$ cat src/rtl/nss_pkg.sv
package nss_pkg;

   localparam int unsigned NSS_WORD_W        = 32;
   localparam int unsigned NSS_CAND_PER_SLOT = 3;
   localparam logic [31:0] NSS_DECODE_BIAS   = 32'h0080_0004;

   // Offset subtracted for each candidate position; the order is observable.
   function automatic logic [31:0] nss_cand_offset(input logic [1:0] sel);
      case (sel)
         2'd0:    return 32'h0080_0000;
         2'd1:    return 32'h0000_0000;
         default: return 32'h0040_0000;
      endcase
   endfunction

endpackage

$ cat src/rtl/nss_word_decode.sv
module nss_word_decode
   import nss_pkg::*;
#(
   parameter int unsigned WORD_W = 32
) (
   input  logic [WORD_W-1:0] raw,
   output logic [WORD_W-1:0] plain
);
   localparam int unsigned HEAD_W  = 8;
   localparam int unsigned TAIL_W  = WORD_W - HEAD_W;
   localparam int unsigned N_BYTES = TAIL_W / 8;

   logic [TAIL_W-1:0] flip;
   logic [WORD_W-1:0] assembled;

   generate
      if (WORD_W != NSS_WORD_W) begin : g_bad_width
         $error("nss_word_decode: WORD_W must be 32");
      end
      for (genvar b = 0; b < N_BYTES; b++) begin : g_byte
         for (genvar j = 0; j < 8; j++) begin : g_bit
            assign flip[8*b + j] = raw[HEAD_W + 8*b + 7 - j];
         end
      end
   endgenerate

   assign assembled = {raw[HEAD_W-1:0], flip[0], flip[1], flip[TAIL_W-1:2]};
   assign plain     = assembled - NSS_DECODE_BIAS;

endmodule

$ cat src/rtl/nss_first_pick.sv
module nss_first_pick #(
   parameter int unsigned N     = 16,
   parameter int unsigned IDX_W = (N > 1) ? $clog2(N) : 1
) (
   input  logic [N-1:0]     mask,
   output logic [IDX_W-1:0] idx,
   output logic [N-1:0]     lowest,
   output logic             any
);
   always_comb begin
      idx = '0;
      for (int i = N - 1; i >= 0; i--) begin
         if (mask[i]) idx = IDX_W'(i);
      end
   end

   assign lowest = mask & (~mask + N'(1));
   assign any    = |mask;

endmodule

$ cat src/rtl/nss_result_store.sv
module nss_result_store #(
   parameter int unsigned WORD_W    = 32,
   parameter int unsigned NUM_SLOTS = 16,
   parameter int unsigned IDX_W     = (NUM_SLOTS > 1) ? $clog2(NUM_SLOTS) : 1
) (
   input  logic                            clk,
   input  logic                            rst_n,
   input  logic                            load_en,
   input  logic [(NUM_SLOTS+1)*WORD_W-1:0] load_data,
   input  logic [IDX_W-1:0]                rd_idx,
   output logic [WORD_W-1:0]               rd_word,
   output logic [NUM_SLOTS-1:0]            diff_mask,
   output logic                            tag_moved
);
   localparam int unsigned TAG_LSB = NUM_SLOTS * WORD_W;

   logic [WORD_W-1:0] slot_q [NUM_SLOTS];
   logic [WORD_W-1:0] tag_q;

   always_ff @(posedge clk) begin
      if (!rst_n) begin
         for (int i = 0; i < NUM_SLOTS; i++) slot_q[i] <= '0;
         tag_q <= '0;
      end else if (load_en) begin
         for (int i = 0; i < NUM_SLOTS; i++) slot_q[i] <= load_data[i*WORD_W +: WORD_W];
         tag_q <= load_data[TAG_LSB +: WORD_W];
      end
   end

   generate
      for (genvar g = 0; g < NUM_SLOTS; g++) begin : g_cmp
         assign diff_mask[g] = load_data[g*WORD_W +: WORD_W] != slot_q[g];
      end
   endgenerate

   assign tag_moved = load_data[TAG_LSB +: WORD_W] != tag_q;
   assign rd_word   = slot_q[rd_idx];

endmodule

$ cat src/rtl/nss_scan_ctrl.sv
module nss_scan_ctrl #(
   parameter int unsigned NUM_SLOTS     = 16,
   parameter int unsigned CAND_PER_SLOT = 3,
   parameter int unsigned IDX_W         = (NUM_SLOTS > 1) ? $clog2(NUM_SLOTS) : 1,
   parameter int unsigned OFS_W         = (CAND_PER_SLOT > 1) ? $clog2(CAND_PER_SLOT) : 1
) (
   input  logic                 clk,
   input  logic                 rst_n,
   input  logic                 res_valid,
   input  logic                 arm_clr,
   input  logic                 tag_moved,
   input  logic [NUM_SLOTS-1:0] diff_mask,
   input  logic                 cand_ready,
   output logic                 res_ready,
   output logic                 store_en,
   output logic                 cand_valid,
   output logic [IDX_W-1:0]     slot_idx,
   output logic [OFS_W-1:0]     ofs_sel,
   output logic                 scan_done,
   output logic                 armed
);
   logic                 armed_q, busy_q, done_q;
   logic [NUM_SLOTS-1:0] mask_q;
   logic [OFS_W-1:0]     ofs_q;
   logic [NUM_SLOTS-1:0] lowest;
   logic                 mask_any;
   logic                 accept, decode_go, launch, fire, last_ofs, final_fire;

   nss_first_pick #(.N(NUM_SLOTS), .IDX_W(IDX_W)) u_pick (
      .mask   (mask_q),
      .idx    (slot_idx),
      .lowest (lowest),
      .any    (mask_any)
   );

   assign accept     = res_valid & ~busy_q;
   assign decode_go  = accept & armed_q & ~arm_clr & tag_moved;
   assign launch     = decode_go & (|diff_mask);
   assign fire       = busy_q & cand_ready;
   assign last_ofs   = ofs_q == OFS_W'(CAND_PER_SLOT - 1);
   assign final_fire = fire & last_ofs & ((mask_q & ~lowest) == '0);

   always_ff @(posedge clk) begin
      if (!rst_n) begin
         armed_q <= 1'b0;
         busy_q  <= 1'b0;
         done_q  <= 1'b0;
         mask_q  <= '0;
         ofs_q   <= '0;
      end else begin
         if (accept)       armed_q <= 1'b1;
         else if (arm_clr) armed_q <= 1'b0;
         done_q <= (accept & ~launch) | final_fire;
         if (launch) begin
            busy_q <= 1'b1;
            mask_q <= diff_mask;
            ofs_q  <= '0;
         end else if (fire) begin
            if (last_ofs) begin
               ofs_q  <= '0;
               mask_q <= mask_q & ~lowest;
               if (final_fire) busy_q <= 1'b0;
            end else begin
               ofs_q <= ofs_q + OFS_W'(1);
            end
         end
      end
   end

   assign res_ready  = ~busy_q;
   assign store_en   = decode_go;
   assign cand_valid = busy_q & mask_any;
   assign ofs_sel    = ofs_q;
   assign scan_done  = done_q;
   assign armed      = armed_q;

endmodule

$ cat src/rtl/nonce_slot_scanner.sv
module nonce_slot_scanner
   import nss_pkg::*;
#(
   parameter int unsigned WORD_W        = 32,
   parameter int unsigned NUM_SLOTS     = 16,
   parameter int unsigned CAND_PER_SLOT = 3
) (
   input  logic                            clk,
   input  logic                            rst_n,
   input  logic                            arm_clr,
   input  logic                            res_valid,
   output logic                            res_ready,
   input  logic [(NUM_SLOTS+1)*WORD_W-1:0] res_data,
   output logic                            cand_valid,
   input  logic                            cand_ready,
   output logic [WORD_W-1:0]               cand_nonce,
   output logic                            scan_done
);
   localparam int unsigned IDX_W = (NUM_SLOTS > 1) ? $clog2(NUM_SLOTS) : 1;
   localparam int unsigned OFS_W = 2;

   generate
      if (WORD_W != NSS_WORD_W) begin : g_chk_w
         $error("nonce_slot_scanner: WORD_W must be 32");
      end
      if (CAND_PER_SLOT != NSS_CAND_PER_SLOT) begin : g_chk_c
         $error("nonce_slot_scanner: CAND_PER_SLOT must be 3");
      end
      if (NUM_SLOTS < 1) begin : g_chk_s
         $error("nonce_slot_scanner: NUM_SLOTS must be at least 1");
      end
   endgenerate

   logic                 store_en, tag_moved, armed_w;
   logic [NUM_SLOTS-1:0] diff_mask;
   logic [IDX_W-1:0]     slot_idx;
   logic [OFS_W-1:0]     ofs_sel;
   logic [WORD_W-1:0]    slot_word, plain_word;

   nss_result_store #(.WORD_W(WORD_W), .NUM_SLOTS(NUM_SLOTS), .IDX_W(IDX_W)) u_store (
      .clk       (clk),
      .rst_n     (rst_n),
      .load_en   (store_en),
      .load_data (res_data),
      .rd_idx    (slot_idx),
      .rd_word   (slot_word),
      .diff_mask (diff_mask),
      .tag_moved (tag_moved)
   );

   nss_scan_ctrl #(.NUM_SLOTS(NUM_SLOTS), .CAND_PER_SLOT(CAND_PER_SLOT),
                   .IDX_W(IDX_W), .OFS_W(OFS_W)) u_ctrl (
      .clk        (clk),
      .rst_n      (rst_n),
      .res_valid  (res_valid),
      .arm_clr    (arm_clr),
      .tag_moved  (tag_moved),
      .diff_mask  (diff_mask),
      .cand_ready (cand_ready),
      .res_ready  (res_ready),
      .store_en   (store_en),
      .cand_valid (cand_valid),
      .slot_idx   (slot_idx),
      .ofs_sel    (ofs_sel),
      .scan_done  (scan_done),
      .armed      (armed_w)
   );

   nss_word_decode #(.WORD_W(WORD_W)) u_dec (
      .raw   (slot_word),
      .plain (plain_word)
   );

   assign cand_nonce = plain_word - nss_cand_offset(ofs_sel);

endmodule

$ cat config.mk
export PLATFORM = sky130hd
export DESIGN_NAME = nonce_slot_scanner
export DESIGN_NICKNAME = d
export VERILOG_FILES = /design/src/rtl/nss_pkg.sv /design/src/rtl/nss_word_decode.sv /design/src/rtl/nss_first_pick.sv /design/src/rtl/nss_result_store.sv /design/src/rtl/nss_scan_ctrl.sv /design/src/rtl/nonce_slot_scanner.sv
export SDC_FILE = /design/constraint.sdc
export NUM_CORES = 1
export LEC_CHECK = 0
export ABC_CLOCK_PERIOD_IN_PS = 35600
export BUFFER_PORTS_ARGS = -buffer_cell sky130_fd_sc_hd__buf_2
export CAP_MARGIN = 5
export CORE_MARGIN = 5
export CORE_UTILIZATION = 60
export CTS_CLUSTER_DIAMETER = 150
export CTS_CLUSTER_SIZE = 16
export DETAILED_ROUTE_END_ITERATION = 10
export PLACE_DENSITY = 0.85
export SYNTH_ARGS = -nofsm -noshare
export SYNTH_HDL_FRONTEND = slang
export SYNTH_SLANG_ARGS = --single-unit
$ cat constraint.sdc
create_clock -name clk -period 35.6 [get_ports clk]
set_clock_uncertainty 0.05 [all_clocks]
set_input_delay 7.12 -clock clk [delete_from_list [all_inputs] [get_ports clk]]
set_output_delay 7.12 -clock clk [all_outputs]
set_load 0.02 [all_outputs]
==> metrics.md <==
| Metric | Value |
|---|---|
| Final WL | around 120000 um |
| Fillers | around 4000 |
| Die area | 0.0585 mm^2 |
| Maxcap violations | 0 |
| Synth Cell Area | 0.0323 mm^2 |
| Gr usage total | between 40% and 50% |
| CTS tree | yes |
| Final hold vios | 0 |
| Tmin final | about 15000 ps |
| Worst Reg-to-Reg Cells | 9 |
| Asr flop ratio synth | 0% |
| Yosys reg bits | ~570 |
| DRC | 0 |
| First-pass GRT wire length | between 150000 and 200000 um |
| F_max | roughly 68 MHz |
| Setup TNS | 0 ps |
| Grt ovf | 0 |
| Crit Path Class | flop to output pin |
| # rows | 85 |
| P&R area growth vs syn | 14.2% |
| Critical Path AT | 7560 ps |
| Top FF cell, synth | edfxtp_1 |
| Core Area | between 0.05 and 0.06 mm^2 |
| Slew headroom | roughly 2.6% |
| P_int | 1.16 mW |
| Req. time, crit path | between 20000 and 30000 ps |
| Vias | roughly 26000 |
| Layout Nets | 3850 |
| Drt initial violations | around 3700 |
| # IOs | 584 |
| Vias per std cell | around 6.5 |
| Slew @ Worst Pin | between 1000 and 1500 ps |
| Share of layout cells above drive strength 1 | 22.3% |
| Post-CTS Hold Buffers | 0 |
| Final Cycle Share | 41.4% |
| Clock share of power | around a quarter |
| Mean post-synth cell area | 11.6 um^2 |
| Power Dens Cells | 48.4 mW/mm^2 |
| Htree depth | 2 |
| CP Launch Type | flop |
| Maximum vdd drop | 0.0469 mV |
| Dpl hpwl | ~96000 um |
| RSZ-0062 raised after global routing | false |
| DR WL/cell | 30.5 um |
| Initial Utilization | approximately 60% |
| Largest net degree at the start of global routing | 188 |
| Seq/Total Area, Yosys | 50.9% |
| Die height | ~240 um |
| Die Wd | approximately 240 um |
| CTS max path bufs | 3 |
| Clock latency on the worst-skew pair | 610 ps |
| TritonCTS buffer count | a little over 40 |
| Initial antenna violation count | 8 |
| Storage element area | roughly 0.016 mm^2 |
| Worst setup EP type | output pin |
| Status | complete, no violations |
| Clock tree root buffer cell | clkbuf_16 |
| CP max FO | 65 |
| Post-CTS resize count | 0 |
| Number of global-route vias before repair | between 20000 and 30000 |
| Pre-antenna DRT Iters | 6 |
| Clk slew on worst S/H paths | around 80 ps |
| Gate Count Post-Synth | 2789 |
| Yosys Warn Count | 0 |
| Area occupied by multi-input gates | around 0.015 mm^2 |
| Psw | about 0.63 mW |
| Sw frac | between 30% and 40% |
| Final ANT Viol Nets | 0 |
| HP Class | flop to flop |
| Max Slew Vio Count | 0 |
| Logic pwr share | between 20% and 30% |
| Setup-failing EPs final | 0 |
| Distinct cells, synth | 75 |
| Post-synth net total | 3344 |
| # Post-CTS Setup Buffers | 0 |
| Min-Delay Path Depth | 2 |
| Placer's final routability congestion estimate | around 1 |
| Leak | 15.1 nW |
| CTS Sinks | about 570 |
| Part of the power in registers | a little under half |
| EDFF count, synth | roughly 510 |
| Port bufs | approximately 600 |
| Final Power | around 1.8 mW |
==> worst max-delay path, stage by stage, from the launching register on <==
cell and delay [ps]:
dfxtp_1 400, nor2_1 520, nand3_1 330, o2bb2ai_4 780, buf_4 910, buf_4 740, mux2i_1 280, nand2_1 80
nand3_1 120, nand3_1 160, ha_1 380, a2111oi_2 720, nand3_1 330, o31ai_1 430, nand2b_1 120, xnor2_1 350
buf_2 250
==> layout by cell type, fill, tap and decap left out, types with 7 or more instances in the layout <==
master,Yosys,layout
a21oi_1,49,49
nand4_1,53,53
or3_1,21,21
a311oi_1,15,15
inv_1,12,12
clkbuf_16,0,41
and2_1,528,528
o21ai_0,35,35
a211oi_1,31,31
nor2_1,138,136
buf_2,23,582
mux2i_1,81,81
edfxtp_1,512,512
nor3_1,10,10
clkbuf_1,98,17
and3_1,13,13
xnor2_1,77,77
a31oi_1,7,7
nor4_1,128,128
xor2_1,493,493
dfxtp_1,53,53
mux4_2,58,58
a22oi_1,29,29
nand3_1,50,50
nand2_1,143,141
buf_4,3,21
==> path summary, 6_finish.rpt <==
| check | slack [ps] | to | start |
|---|---|---|---|
| worst max-delay path | 20870 | cand_nonce[26] | u_ctrl.mask_q[0]$_SDFFE_PN0P_ |
| worst min-delay path | 470 | u_store.tag_q[11]$_SDFFE_PN0P_ | u_store.tag_q[11]$_SDFFE_PN0P_ |
| worst max register to register | 31130 | u_store.slot_q[0][26]$_SDFFCE_PN0P_ | u_store.tag_q[22]$_SDFFE_PN0P_ |
| worst min register to register | 470 | u_store.tag_q[11]$_SDFFE_PN0P_ | u_store.tag_q[11]$_SDFFE_PN0P_ |
==> power groups by stage <==
stage	Sequential (mW)	Combinational [mW]	Clock, mW
2_1_floorplan	0.814	0.303	0
3_3_place_gp	0.817	0.501	0
3_5_place_dp	0.817	0.507	0
4_1_cts	0.802	0.510	0.455
5_1_grt	0.806	0.546	0.481
6_report	0.805	0.525	0.454
==> synth_stat cells, drive strengths merged, types with 3 or more instances <==
master | instances | area, um^2
nand2 | 145 | 549
edfxtp | 512 | 15400
and3 | 13 | 81.3
and2 | 528 | 3300
or4 | 6 | 45.0
ha | 6 | 75.1
mux4 | 58 | 1310
a311o | 6 | 60.1
nand4 | 53 | 332
a21oi | 50 | 254
a21boi | 3 | 26.3
a221oi | 5 | 50.0
or3 | 22 | 143
nor3b | 5 | 37.5
a22o | 4 | 35.0
o31ai | 6 | 45.0
o21ai | 37 | 185
or2 | 6 | 37.5
nand2b | 3 | 18.8
inv | 12 | 45.0
a31oi | 7 | 43.8
buf | 44 | 250
a211oi | 32 | 245
nor4 | 133 | 881
dfxtp | 53 | 1060
xnor2 | 78 | 691
mux2i | 81 | 811
nor3 | 10 | 50.1
o311ai | 5 | 43.8
nor2 | 139 | 529
clkbuf | 98 | 368
a311oi | 15 | 131
a22oi | 29 | 218
xor2 | 493 | 4320
nand4b | 3 | 26.3
nand3 | 50 | 250
a2111oi | 6 | 58.8
o211ai | 7 | 57.6
==> state kept, by name (all words and copies together), names as in the netlist <==
name              count
u_ctrl.ofs_sel        2
u_store.slot_q      512
u_ctrl.scan_done      1
u_ctrl.mask_q        16
u_ctrl.armed          1
u_store.tag_q        32
u_ctrl.busy_q         1
==> layer usage <==
layer / global-route usage (%) / up-vias / part of all wire [%]
met5: 0 / - / 0.070
met4: 14.4 / 14 / 4.4
met3: 9.54 / 280 / 12
met2: 62.1 / 1884 / 45
met1: 56.2 / 12939 / 38
li1: - / 10995 / -
==> logic make-up (layout without fill, tap and decap cells) <==
group,after synthesis,in the layout,share of synthesized area [%]
XOR/XNOR,571,571,15.5
other,0,1,0
adder cells (fa/ha/maj),8,8,0.295
AO/OA/AOI/OAI,230,230,5.01
buffers and inverters,155,680,2.07
multiplexers,140,140,6.60
flip-flops,565,565,50.9
AND/OR/NAND/NOR,1120,1120,19.6
==> stage by stage <==
| step | area [um^2] | utilization [%] | hold WS, ps | worst slack [ps] | instances |
|---|---|---|---|---|---|
| 2_1_floorplan | 32300 | - | 407 | 14620 | 2789 |
| 3_3_place_gp | 35700 | 66.8 | 438 | 21900 | 3948 |
| 3_5_place_dp | 35700 | 66.8 | 455 | 21730 | 3948 |
| 4_1_cts | 36900 | 68.9 | 472 | 21060 | 4010 |
| 5_1_grt | 36900 | 68.9 | 506 | 20630 | 4011 |
| 6_report | 36900 | 68.9 | 470 | 20870 | 4011 |
==> final cells by class <==
| type | count | area share (%) |
|---|---|---|
| well taps | 696 | 2.36 |
| multi-input cells | 2069 | 41.4 |
| inverters | 13 | 0.132 |
| clock inverters | 4 | 0.156 |
| clock buffers | 58 | 2.96 |
| flip-flops and latches | 565 | 44.6 |
| diodes | 1 | 0.00679 |
| repair buffers | 605 | 8.44 |
(Power assumes the default switching activity.)
